==> src/rtl/sfifo_wport.sv <==
module sfifo_wport #(
  parameter int DW = 8,
  parameter int AW = 4
) (
  input  logic          clk,
  input  logic          rst,
  input  logic          wr_n,
  input  logic          sel_n,
  input  logic [DW-1:0] wdata,
  input  logic          wpar,
  input  logic          pgen,
  input  logic          rd,
  input  logic [AW:0]   thresh,
  output logic [DW-1:0] rdata,
  output logic          rpar,
  output logic          empty,
  output logic          full,
  output logic          th_eq,
  output logic          th_ge,
  output logic          par_err
);
  localparam int DEPTH = 1 << AW;
  localparam logic [AW:0] LEVEL_MAX = (AW+1)'(DEPTH);

  logic [DW:0]   mem [DEPTH];
  logic [AW-1:0] wptr, rptr;
  logic [AW:0]   occ;

  wire strobe  = !wr_n && !sel_n;
  wire at_full = occ == LEVEL_MAX;
  wire do_wr   = strobe && !at_full;
  wire do_rd   = rd && (occ != '0);
  wire calc_p  = ^wdata;
  wire store_p = pgen ? calc_p : wpar;

  assign {rpar, rdata} = mem[rptr];

  always_ff @(posedge clk)
    if (do_wr && !rst) mem[wptr] <= {store_p, wdata};

  always_ff @(posedge clk) begin
    if (rst) begin
      wptr    <= '0;
      rptr    <= '0;
      occ     <= '0;
      par_err <= 1'b0;
    end else begin
      if (do_wr) wptr <= wptr + 1'b1;
      if (do_rd) rptr <= rptr + 1'b1;
      case ({do_wr, do_rd})
        2'b10:   occ <= occ + 1'b1;
        2'b01:   occ <= occ - 1'b1;
        default: occ <= occ;
      endcase
      par_err <= strobe && !pgen && (wpar != calc_p);
    end
  end

  always_ff @(negedge clk) begin
    if (rst) begin
      empty <= 1'b1;
      full  <= 1'b0;
      th_eq <= 1'b0;
      th_ge <= 1'b0;
    end else begin
      empty <= occ == '0;
      full  <= occ == LEVEL_MAX;
      th_eq <= occ == thresh;
      th_ge <= occ >= thresh;
    end
  end
endmodule


==> config.mk <==
export PLATFORM = sky130hd
export DESIGN_NAME = sfifo_wport
export DESIGN_NICKNAME = d
export VERILOG_FILES = /design/src/rtl/sfifo_wport.sv
export SDC_FILE = /design/constraint.sdc
export NUM_CORES = 1
export LEC_CHECK = 0
export CORE_MARGIN = 8
export CORE_UTILIZATION = 33
export CTS_CLUSTER_DIAMETER = 60
export DETAILED_ROUTE_END_ITERATION = 12
export HOLD_SLACK_MARGIN = 0.08
export PLACE_DENSITY = 0.59
export SLEW_MARGIN = 20
export SYNTH_ARGS = -nofsm -noshare
export SYNTH_HDL_FRONTEND = slang
export SYNTH_SLANG_ARGS = --single-unit
==> constraint.sdc <==
create_clock -name clk -period 4.53 [get_ports clk]
set_clock_uncertainty 0.05 [all_clocks]
set_input_delay 0.906 -clock clk [delete_from_list [all_inputs] [get_ports clk]]
set_output_delay 0.906 -clock clk [all_outputs]
set_load 0.03 [all_outputs]
---- After elaboration in Yosys (flattened, before gate mapping) ----
Memories as Yosys holds them, arrays and structs flattened. A register that Yosys moved wholly into a read port is not among the register bits.
Index checks and enable logic that the tools add are counted.
cells by class
  eq/ne operators ......................... 5
  magnitude comparators ................... 1
  $add $sub $neg .......................... 4
  reduce and logical (&&, ||, !) cells .... 15
  mux-type cells .......................... 6
operators by type and width
  operator               count
  $pmux W5 S2            1
  $add A4 B1 Y4 const B  2
  $mux W4                2
  $reduce_xor A8 Y1      1
  $logic_and A1 B1 Y1    6
  $add A5 B1 Y5 const B  1
  $eq A5 B5 Y1           1
  $eq A5 B5 Y1 const B   1
  $ge A5 B5 Y1           1
  $logic_not A1 Y1       5
  $logic_not A5 Y1       1
  $reduce_bool A5 Y1     1
  $sub A5 B1 Y5 const B  1
  $mux W1                3
  $eq A2 B1 Y1 const B   1
  $eq A2 B2 Y1 const B   1
  $reduce_bool A2 Y1     1
  $ne A1 B1 Y1           1
storage, ports and cells
  memories kept ........................... 1
  output and inout bits ................... 14
  input port bits ......................... 20
  logic and storage cells ................. 40
  memory bits (writable) .................. 144
  register bits after elaboration ......... 18
memories
  memory  words  width  read ports  clocked after memory_dff  wr ports  line  text
  mem     16     9      1           1                         1         25    logic [DW:0] mem [DEPTH];

---- Logic depth before layout (Yosys ltp) ----
  depth after elaboration ................. 6
  gate-level depth with buffers ........... 11
  mapped depth without buffers ............ 11

==> metrics <==
most frequent cells in the layout=edfxtp_1, nor2_1, mux4_1, clkdlybuf4s50_1, dfxtp_1; crit-path max FO=1; CTS max path bufs=2; Tot GR Track Use=11.6%; Ys Warns=0; IO buf count=33; synthesis-stage register bit count=166; reg-to-reg slack, setup=580 ps; largest net degree at the start of global routing=37; actual slew at the worst max-slew pin=1050 ps; Iter 0 DRT Violations=181; Pwr per Cell Area=471 mW/mm2; fin worst setup slack=148 ps; final hold vios=0; hold slack=468 ps; RSZ-0062 raised after global routing=false; H-tree depth=4; data required time of the worst path=3570 ps; vias in the first global route=3,556; flip-flop and latch area=0.00477 mm2; dpl ws=-244 ps; DR WL/cell=20.6 um; Netlist cell types=33; Crit path buffers/inverters=1; diode count=0; Die Height=159 um; # hold bufs at CTS=0; DR pass1 iterations=4; CTS tree=done; Max transition margin=29.4%; Core ar.=0.0202 mm2; Total Wirelength=14.3 mm; Reg clk slew, reported paths=70 ps; status=completed; Antenna Nets Post-Route=0; Final GP Congestion=0.709; worst-skew pair later-pin latency=430 ps; leakage power=0.00271 uW; Peak VDD IR=0.252 mV; final setup fails=0; sequential area share after synthesis=70.4%; clk root buf=clkbuf_16; Multi-input gate area=0.00187 mm2; max-slew violation count=0; syn avg cell area=19.3 um2; CP max stage cell=dlygate4sd2_1; startpoint class of the critical path=register; Crit Path Class=reg2out; drt drc=0; Row Count=52; vias=3,343; Die ar.=0.0253 mm2; synthesized cell area=0.00676 mm2; cts bufs inserted=17; Hold Path Class=reg2reg; fin nets=448; synthesized instance count=350; Critical Path Sink Type=output port; Post-Syn Nets=385; Post-CTS Setup Inserts=0; sum of negative setup slack=0 ps; FILL cells=1,827; grt ovf=0; Die Width=159 um; WP data arrival=3430 ps; commonest non-fill, non-tap cell in the layout=edfxtp_1; Layout area overhead=19.7%; crit path cell chain=dlygate4sd2_1; initial core utilization=33.5%; total power=3810 uW; clock sinks=166; Worst path top cell family by delay=buffers and inverters; global-route wire length before repair=21.7 mm; layout cells sized above 1=16.2%; Vias per Instance=4.80; Worst path max stage delay=400 ps; # Max-Cap Violations=0; initial antenna violation count=0; IO Pins=34; Detailed Place HPWL=8.96 mm
cells in the mapped netlist:
master,count,share of area (%)
clkbuf_1,3,0.17
edfxtp_1,144,64
or3_1,2,0.18
nor3_1,2,0.15
buf_1,6,0.33
xnor2_1,10,1.3
nor2_1,38,2.1
nand3_1,8,0.59
or3b_2,1,0.13
buf_6,3,0.50
a21o_1,3,0.33
fa_1,1,0.30
nor2b_1,2,0.18
mux4_2,13,4.3
inv_1,13,0.72
nor4_1,1,0.093
xor2_1,4,0.52
dfxtp_1,22,6.5
a211oi_1,1,0.11
a21oi_1,8,0.59
mux2_2,1,0.17
nand3b_1,1,0.11
mux2i_1,2,0.30
or3b_1,1,0.13
a21boi_1,1,0.11
buf_8,1,0.22
nand2b_1,1,0.093
nand4_1,1,0.093
and4b_1,1,0.15
ha_1,14,2.6
o21ai_0,2,0.15
mux4_1,32,12
nand2_1,7,0.39
cells by family after synthesis:
group / share of synthesized area (%)
xor gates and xnor gates: 1.81
muxes: 17.2
and+or+nand+nor: 4.40
AOI/OAI and AO/OA: 1.29
buffers and inverters: 1.94
DFF: 70.4
adders and majority gates: 2.89
per-layer routing:
layer	part of all wire (%)	track usage [%]
met1	44	13.9
met3	3.2	3.44
met2	52	19.7
met5	0	0
met4	0.93	3.47
area by class of cell:
type,instances,area share [%]
clock buffers,17,5.25
inverters,12,0.556
repair buffers,54,6.12
flip-flops and latches,166,58.8
clock inverters,19,1.96
well taps,270,4.17
multi-input cells,158,23.1
flip-flops by register name (all words and copies together), names as in the netlist, named ones only:
register  cells
mem         144
occ           5
rptr          4
wptr          4
empty         1
full          1
par_err       1
th_eq         1
th_ge         1
what timing repair did:
action | CTS | global route
endpoints found under the setup margin | 4 | 0
hold endpoints to repair | 0 | 0
gates resized for setup | 4 | 0
per-stage QoR:
step                instances  instance area [um2]  util (%)
floorplan                 350                 6760         -
global placement          661                 7520      37.3
detailed placement        661                 7520      37.3
CTS                       696                 8100      40.1
global route              696                 8100      40.2
finish                    696                 8100      40.2
power by group:
group / total [uW] / internal (uW) / switching (uW) / leakage (uW)
clock: 1400 / 772 / 629 / 0.000298
combinational: 654 / 316 / 338 / 0.000941
sequential: 1760 / 1710 / 46.9 / 0.00147
total: 3810 / 2800 / 1010 / 0.00271
path summary, 6_finish.rpt:
check	from	end	cells after the start
hold / removal	wptr[1]	wptr[1]	2
setup / recovery	full	full	1
setup reg to reg	occ[0]	th_ge	7
hold reg to reg	wptr[1]	wptr[1]	2
No activity file was read; power rests on OpenSTA's default activity.
